[config.mk]
export PLATFORM = sky130hd
export DESIGN_NAME = sem_bank
export DESIGN_NICKNAME = d
export VERILOG_FILES = /design/src/rtl/sem_pkg.sv /design/src/rtl/sem_ctrl.sv /design/src/rtl/sem_cell.sv /design/src/rtl/sem_dp.sv /design/src/rtl/sem_bank.sv
export SDC_FILE = /design/constraint.sdc
export NUM_CORES = 1
export LEC_CHECK = 0
export ABC_AREA = 1
export BUFFER_PORTS_ARGS = -buffer_cell sky130_fd_sc_hd__buf_4
export CORE_ASPECT_RATIO = 0.8
export CORE_MARGIN = 3
export CORE_UTILIZATION = 45
export CTS_CLUSTER_SIZE = 12
export DETAILED_ROUTE_END_ITERATION = 10
export GPL_ROUTABILITY_DRIVEN = 0
export PLACE_DENSITY_LB_ADDON = 0.12
export SKIP_LAST_GASP = 1
export SYNTH_ARGS = -nofsm -noshare
export SYNTH_HDL_FRONTEND = slang
export SYNTH_SLANG_ARGS = --single-unit
[constraint.sdc]
create_clock -name clk -period 0.9 [get_ports clk]
set_input_delay 0.045 -clock clk [delete_from_list [all_inputs] [get_ports clk]]
set_output_delay 0.045 -clock clk [all_outputs]
set_load 0.005 [all_outputs]
[src/rtl/sem_pkg.sv]
package sem_pkg;
  localparam int SEM_ADDR_W = 3;
  localparam int SEM_COUNT  = 1 << SEM_ADDR_W;

  typedef struct packed {
    logic [SEM_COUNT-1:0]  wrL;
    logic [SEM_COUNT-1:0]  wrR;
    logic                  valL;
    logic                  valR;
    logic                  rdL;
    logic                  rdR;
    logic [SEM_ADDR_W-1:0] rdAddrL;
    logic [SEM_ADDR_W-1:0] rdAddrR;
  } semStrobe_t;
endpackage

[src/rtl/sem_ctrl.sv]
module sem_ctrl
  import sem_pkg::*;
(
  input  logic                  lSel,
  input  logic [SEM_ADDR_W-1:0] lAddr,
  input  logic                  lWrEn,
  input  logic                  lOutEn,
  input  logic                  lDin,
  input  logic                  rSel,
  input  logic [SEM_ADDR_W-1:0] rAddr,
  input  logic                  rWrEn,
  input  logic                  rOutEn,
  input  logic                  rDin,
  output semStrobe_t            strobe
);
  logic lWrite, rWrite;

  assign lWrite = lSel && lWrEn;
  assign rWrite = rSel && rWrEn;

  always_comb begin
    strobe = '0;
    for (int i = 0; i < SEM_COUNT; i++) begin
      strobe.wrL[i] = lWrite && (lAddr == SEM_ADDR_W'(i));
      strobe.wrR[i] = rWrite && (rAddr == SEM_ADDR_W'(i));
    end
    strobe.valL    = lDin;
    strobe.valR    = rDin;
    // a write takes precedence over a read on the same port
    strobe.rdL     = lSel && lOutEn && !lWrEn;
    strobe.rdR     = rSel && rOutEn && !rWrEn;
    strobe.rdAddrL = lAddr;
    strobe.rdAddrR = rAddr;
  end
endmodule

[src/rtl/sem_cell.sv]
module sem_cell (
  input  logic clk,
  input  logic rstN,
  input  logic wrL,
  input  logic valL,
  input  logic wrR,
  input  logic valR,
  output logic ownL,
  output logic ownR
);
  logic reqL, reqR;
  logic nReqL, nReqR;
  logic nOwnL, nOwnR;

  // a claim is held while the port's last write was 0
  assign nReqL = wrL ? ~valL : reqL;
  assign nReqR = wrR ? ~valR : reqR;

  always_comb begin
    nOwnL = 1'b0;
    nOwnR = 1'b0;
    if (ownL && nReqL)      nOwnL = 1'b1; // holder keeps it
    else if (ownR && nReqR) nOwnR = 1'b1;
    else if (nReqL)         nOwnL = 1'b1; // left wins ties and hand-offs
    else if (nReqR)         nOwnR = 1'b1;
  end

  always_ff @(posedge clk or negedge rstN) begin
    if (!rstN) begin
      reqL <= 1'b0;
      reqR <= 1'b0;
      ownL <= 1'b0;
      ownR <= 1'b0;
    end else begin
      reqL <= nReqL;
      reqR <= nReqR;
      ownL <= nOwnL;
      ownR <= nOwnR;
    end
  end
endmodule

[src/rtl/sem_dp.sv]
module sem_dp
  import sem_pkg::*;
#(
  parameter int DATA_W = 16
) (
  input  logic                 clk,
  input  logic                 rstN,
  input  semStrobe_t           strobe,
  output logic [SEM_COUNT-1:0] ownL,
  output logic [SEM_COUNT-1:0] ownR,
  output logic [DATA_W-1:0]    lDout,
  output logic [DATA_W-1:0]    rDout
);
  for (genvar g = 0; g < SEM_COUNT; g++) begin : g_cell
    sem_cell u_cell (
      .clk  (clk),
      .rstN (rstN),
      .wrL  (strobe.wrL[g]),
      .valL (strobe.valL),
      .wrR  (strobe.wrR[g]),
      .valR (strobe.valR),
      .ownL (ownL[g]),
      .ownR (ownR[g])
    );
  end

  always_ff @(posedge clk or negedge rstN) begin
    if (!rstN) begin
      lDout <= '1;
      rDout <= '1;
    end else begin
      if (strobe.rdL) lDout <= {DATA_W{~ownL[strobe.rdAddrL]}};
      if (strobe.rdR) rDout <= {DATA_W{~ownR[strobe.rdAddrR]}};
    end
  end
endmodule

[src/rtl/sem_bank.sv]
module sem_bank
  import sem_pkg::*;
#(
  parameter int DATA_W = 16
) (
  input  logic                  clk,
  input  logic                  rstN,
  input  logic                  lSel,
  input  logic [SEM_ADDR_W-1:0] lAddr,
  input  logic                  lWrEn,
  input  logic                  lOutEn,
  input  logic                  lDin,
  output logic [DATA_W-1:0]     lDout,
  input  logic                  rSel,
  input  logic [SEM_ADDR_W-1:0] rAddr,
  input  logic                  rWrEn,
  input  logic                  rOutEn,
  input  logic                  rDin,
  output logic [DATA_W-1:0]     rDout
);
  semStrobe_t           strobe;
  logic [SEM_COUNT-1:0] ownL;
  logic [SEM_COUNT-1:0] ownR;

  sem_ctrl u_ctrl (
    .lSel   (lSel),
    .lAddr  (lAddr),
    .lWrEn  (lWrEn),
    .lOutEn (lOutEn),
    .lDin   (lDin),
    .rSel   (rSel),
    .rAddr  (rAddr),
    .rWrEn  (rWrEn),
    .rOutEn (rOutEn),
    .rDin   (rDin),
    .strobe (strobe)
  );

  sem_dp #(.DATA_W(DATA_W)) u_dp (
    .clk    (clk),
    .rstN   (rstN),
    .strobe (strobe),
    .ownL   (ownL),
    .ownR   (ownR),
    .lDout  (lDout),
    .rDout  (rDout)
  );
endmodule

==> flow_metrics.py, run 1 <==
metrics = {
    "timing": {
        "max_freq_mhz": 858,
        "tns_ns": -8.28,
        "finalHoldViolations": 0,
        "relSlewSlack": 0.670,
        "postLayoutSetupSlackWorst_ns": -0.266,
        "worst_pin_slew_ns": 0.495,
        "finalMaxSlewViolations": 0,
        "finClkSkew_ns": 0.00285,
        "setup_violations": 33,
        "worst_hold_slack_ns": 0.0486,
        "finalCritPeriodShare": 1.30,
        "rsz0062_at_grt": "yes",
        "period_minus_slack_ns": 1.17,
    },
    "synthesis": {
        "synth-seq-area-share": 0.410,
        "synth_flop_cell": "dfrtp_1",
        "async_flop_share": 1.00,
        "ys_ff_latch": 34,
        "yosysWarningCount": 0,
        "synth_nets": 293,
        "syn-cell-area_um2": 2080,
        "synth_edf_count": 0,
        "avgSynthCellArea_um2": 7.52,
        "synth_cells": 277,
        "synthDistinctLibCells": 19,
    },
    "cts": {
        "clock_latency_ns": 0.28,
        "cts.sinks": 34,
        "path_clk_slew_ns": 0.07,
        "clockBufferDepth": 2,
        "numCtsBuffers": 5,
        "htree_levels": 2,
        "cts_tree": "done",
        "cts_root_buf": "clkbuf_8",
    },
    "layout": {
        "fillers": 398,
        "post-route-util": 0.610,
        "drive_gt1_frac": 0.400,
        "diodes": 0,
        "syn_to_final_growth_pct": 26.3,
        "num-nets-final": 330,
    },
    "pwr": {
        "irDropWorstVdd_mv": 1.35,
        "clockPowerShare": 0.246,
        "swShare": 0.311,
        "p_seq_frac": 0.376,
        "p_leak_uw": 0.00145,
        "p_int_uw": 3840,
        "p_per_area_nw_per_um2": 2120,
        "power_switching_uw": 1730,
        "combPwrFrac": 0.378,
    },
    "floorplanning": {
        "die_height_um": 66.8,
        "row_count": 21,
        "die_area_um2": 5480,
        "die_width_um": 82.1,
        "io_pins": 48,
        "core_um2": 4310,
        "initial_core_util": 0.483,
    },
    "critical_path": {
        "worstSetupPathType": "reg -> out",
        "cpMaxStageDelayCell": "dfstp_2",
        "cp_slowest_stage_delay_ns": 0.60,
        "critPathRequiredTime_ns": 0.85,
        "end_kind": "output pin",
        "start_kind": "register",
        "cp_cell_sequence": "buf_12, buf_4",
        "cp.arrival_ns": 1.12,
        "cp_max_fo": 9,
    },
    "placement": {
        "dp_hpwl_um": 3230,
        "port_buffers": 47,
        "preCtsSetupSlack_ns": -0.0780,
    },
    "global_route": {
        "antenna_found_initial": 0,
        "grt_first_pass_wirelength_um": 7560,
        "grt_max_degree": 35,
        "first_global_vias": 1615,
        "grtUsageTotal": 0.185,
        "overflow": 0,
    },
    "drt": {
        "antenna_left": 0,
        "drt-initial-drc-count": 101,
        "wire_per_inst_um": 12.0,
        "dr_total_vias": 1600,
        "first_pass_iters": 4,
        "drt-total-wl_um": 4460,
        "drc_errors": 0,
        "vias_per_cell": 4.30,
    },
    "outcome": {
        "outcome": "finished with violations",
        "violations": "negative setup slack",
    },
    "hold_path": {
        "min_path_type": "in -> reg",
    },
    "run": {
        "maxCapViolCount": 0,
    },
}
-- routing by layer --
layer / GRT usage / wire length, um / up-vias
met3: 0.0405 / 136 / 9
met4: 0.0643 / 70 / 0
li1: - / - / 869
met5: 0 / 0 / -
met2: 0.275 / 2060 / 17
met1: 0.263 / 2190 / 705
-- logic make-up after synthesis --
logic type	share of synthesized area
compound gates	0.0433
flops	0.410
simple gates	0.326
buf+inv	0.221
-- per-stage QoR --
stage	cells	cell area (um2)	power [uW]
floorplan	277	2080	3440
global placement	358	2340	3880
detailed placement	358	2340	3900
CTS	372	2610	5590
global route	372	2630	5990
finish	372	2630	5570
-- repair_timing --
action,4_1_cts,5_1_grt
setup buffers,4,0
hold buffers,1,0
pin swaps,3,10
gates resized for setup,32,6
gates cloned,1,0
hold endpoints to repair,32,0
setup endpoints to repair,34,37
-- area by class of cell --
| class | count | area, um2 | share of cell area |
|---|---|---|---|
| sequential | 34 | 853 | 0.325 |
| multi-input combinational | 154 | 783 | 0.298 |
| timing repair buffer | 63 | 602 | 0.229 |
| inverter | 56 | 210 | 0.0800 |
| tap | 57 | 71.3 | 0.0271 |
| clock buffer | 5 | 68.8 | 0.0262 |
| clock inverter | 3 | 40.0 | 0.0152 |
-- final timing paths --
kind	slack, ns	depth (start not counted)	start	endpoint
setup / recovery	-0.27	2	u_dp.lDout[0]	lDout[14]
hold / removal	0.05	4	lAddr[2]	u_dp.lDout[0]
setup reg to reg	0	3	u_dp.rDout[0]	u_dp.rDout[0]
hold reg to reg	0.54	2	u_dp.lDout[0]	u_dp.lDout[0]
max in group asynchronous	0.32	2	rstN	u_dp.lDout[0]
min in group asynchronous	0.24	2	rstN	u_dp.g_cell[4].u_cell.reqR
-- synth_stat cells, types with 2 or more instances --
library cell	instances	area [um2]
nand2_1	80	300
nor2_4	2	22.5
clkinv_1	2	7.51
nand2_2	11	68.8
nor2_1	12	45.0
o21ai_0	4	20.0
dfstp_2	2	52.6
inv_1	43	161
buf_4	31	233
nor2_2	5	31.3
dfrtp_1	32	801
inv_2	11	41.3
and2_4	8	70.1
nand3_1	22	110
o21ai_2	8	70.1
-- power groups by stage --
stage,combinational [uW],sequential (uW),clock (uW)
2_1_floorplan,1340,2100,0
3_3_place_gp,1750,2130,0
3_5_place_dp,1760,2140,0
4_1_cts,2090,2090,1410
5_1_grt,2360,2140,1480
6_report,2110,2090,1370
-- worst max-delay path: cells and delay by family (launching register included) --
family,cells,cell delay (ns)
buffers and inverters,2,0.23
flip-flops,1,0.60
-- placed cells by master (no fill, tap or decap) --
master / n
and2_4: 8
buf_12: 2
buf_4: 34
buf_6: 25
buf_8: 1
bufinv_16: 1
clkbuf_8: 5
clkinv_1: 2
clkinv_2: 2
dfrtp_1: 32
dfstp_2: 2
dlygate4sd3_1: 1
inv_1: 40
inv_2: 14
nand2_1: 79
nand2_2: 12
nand2_4: 1
nand3_1: 21
nand3_2: 1
nor2_1: 11
nor2_2: 6
nor2_4: 2
nor2_8: 1
o21ai_0: 1
o21ai_1: 2
o21ai_2: 9
-- registers in the layout (all words and copies together), names as in the netlist --
register and flops:
u_dp.g_cell.u_cell.reqL 8, u_dp.g_cell.u_cell.ownL 8, u_dp.g_cell.u_cell.ownR 8, u_dp.g_cell.u_cell.reqR 8, u_dp.rDout 1, u_dp.lDout 1
(Power assumes the default switching activity.)
==> run 2, diff against run 1 <==
==> constraint.sdc (replaced) <==
create_clock -name clk -period 1 [get_ports clk]
set_input_delay 0.05 -clock clk [delete_from_list [all_inputs] [get_ports clk]]
set_output_delay 0.05 -clock clk [all_outputs]
set_load 0.005 [all_outputs]
==> flow_metrics.py, run 2 (same netlist as run 1, synthesis figures left out) <==
metrics = {
    "drt": {
        "dr_wl_met3_um": 140,
        "highest_layer": "met4",
        "drt-total-wl_um": 4160,
        "wire_per_inst_um": 11.5,
        "drt-initial-drc-count": 49,
        "drc_errors": 0,
        "vias_per_cell": 4.35,
        "antenna_left": 0,
        "dr_total_vias": 1574,
        "wl_met1_um": 1940,
        "first_pass_iters": 4,
        "dr_wl_met2_um": 2040,
    },
    "critical_path": {
        "critPathRequiredTime_ns": 0.95,
        "r2r-end": "u_dp.rDout[0]",
        "end_kind": "output pin",
        "start_kind": "register",
        "rr_startpoint": "u_dp.rDout[0]",
        "worstSetupPathType": "reg -> out",
        "cp.arrival_ns": 1.09,
        "r2r_slack_ns": 0.07,
        "cp_max_fo": 8,
        "rr_worst_depth": 3,
    },
    "global_route": {
        "grt_first_pass_wirelength_um": 6910,
        "first_global_vias": 1538,
        "antenna_found_initial": 0,
        "overflow": 0,
        "grtUsageTotal": 0.168,
        "grt_max_degree": 35,
    },
    "hold_path": {
        "hold_depth": 4,
        "hold_end": "u_dp.lDout[0]",
        "min_path_type": "in -> reg",
        "holdCritStartpoint": "lWrEn",
    },
    "placement": {
        "dp_hpwl_um": 3150,
        "port_buffers": 47,
        "preCtsSetupSlack_ns": 0.0114,
        "place_area_um2": 2260,
        "placed_cells": 349,
    },
    "timing": {
        "worst_pin_slew_ns": 0.471,
        "postLayoutSetupSlackWorst_ns": -0.136,
        "tns_ns": -4.18,
        "finClkSkew_ns": 0.00304,
        "setup_violations": 32,
        "finalHoldViolations": 0,
        "rsz0062_at_grt": "yes",
        "finalMaxSlewViolations": 0,
        "relSlewSlack": 0.686,
        "period_minus_slack_ns": 1.14,
        "max_freq_mhz": 880,
        "finalCritPeriodShare": 1.14,
    },
    "pwr": {
        "p_leak_uw": 0.00137,
        "irDropWorstVdd_mv": 1.17,
        "p_per_area_nw_per_um2": 1880,
    },
    "cts": {
        "clockBufferDepth": 2,
        "htree_levels": 2,
        "cts.sinks": 34,
        "clock_latency_ns": 0.29,
        "cts_root_buf": "clkbuf_8",
        "numCtsBuffers": 5,
        "path_clk_slew_ns": 0.07,
        "cts_tree": "done",
    },
    "layout": {
        "diodes": 0,
        "fin_cells": 362,
        "final_common_cell": "nand2_1",
        "layout.cells.most_common_list": "nand2_1 (80), inv_1 (42), buf_4 (41), dfrtp_1 (32), nand3_1 (22)",
        "num-nets-final": 320,
        "syn_to_final_growth_pct": 17.6,
        "design_area_um2": 2450,
        "drive_gt1_frac": 0.354,
        "fillers": 435,
    },
    "floorplanning": {
        "die_width_um": 82.1,
        "row_count": 21,
        "core_um2": 4310,
        "io_pins": 48,
        "die_area_um2": 5480,
        "initial_core_util": 0.483,
        "die_height_um": 66.8,
    },
    "outcome": {
        "violations": "negative setup slack",
        "outcome": "finished with violations",
    },
    "run": {
        "maxCapViolCount": 0,
    },
}
## run 2: worst max-delay path: stages (launching register included)
cell	delay, ns
dfstp_2	0.56
buf_8	0.14
buf_6	0.10
## run 2: area by class of cell
type,instances,area (um2),area share
timing repair buffer,53,454,0.185
inverter,56,210,0.0858
sequential,34,853,0.348
tap,57,71.3,0.0291
multi-input combinational,154,769,0.314
clock buffer,8,90.1,0.0368
## run 2: stage by stage
step,utilization,hold slack (ns),power (uW)
2_1_floorplan,-,-0.246,3090
3_3_place_gp,0.526,0.0212,3420
3_5_place_dp,0.526,0.0286,3440
4_1_cts,0.566,0.00351,4620
5_1_grt,0.568,0.0328,4950
6_report,0.568,0.0166,4600
## run 2: layer usage
layer | GRT usage | vias to the layer above
met5 | 0 | -
met4 | 0.0560 | 0
met3 | 0.0446 | 4
met2 | 0.270 | 19
met1 | 0.219 | 714
li1 | - | 837
## run 2: report_power, final
part | internal [uW] | leakage [uW] | switching, uW
sequential | 1720 | 0.000378 | 136
clock | 561 | 0.0000455 | 478
combinational | 853 | 0.000944 | 844
total | 3140 | 0.00137 | 1460
## run 2: how the worst max path moves through the flow
stage | startpoint | to | slack (ns)
3_5_place_dp | lWrEn | u_dp.g_cell[1].u_cell.ownL | 0.01
3_3_place_gp | rWrEn | u_dp.g_cell[0].u_cell.ownR | 0.05
2_1_floorplan | u_dp.lDout[0] | u_dp.lDout[0] | 0.11
4_1_cts | u_dp.lDout[0] | lDout[11] | -0.14
6_report | u_dp.rDout[0] | rDout[6] | -0.14
5_1_grt | u_dp.rDout[0] | rDout[12] | -0.18
## run 2: what timing repair did
action                                  CTS  global route
buffers inserted                          4             0
endpoints found under the setup margin   32            33
endpoints found under the hold margin    32             0
resized for setup                        10             4
hold buffers                              1             0
pin swaps                                 0             0
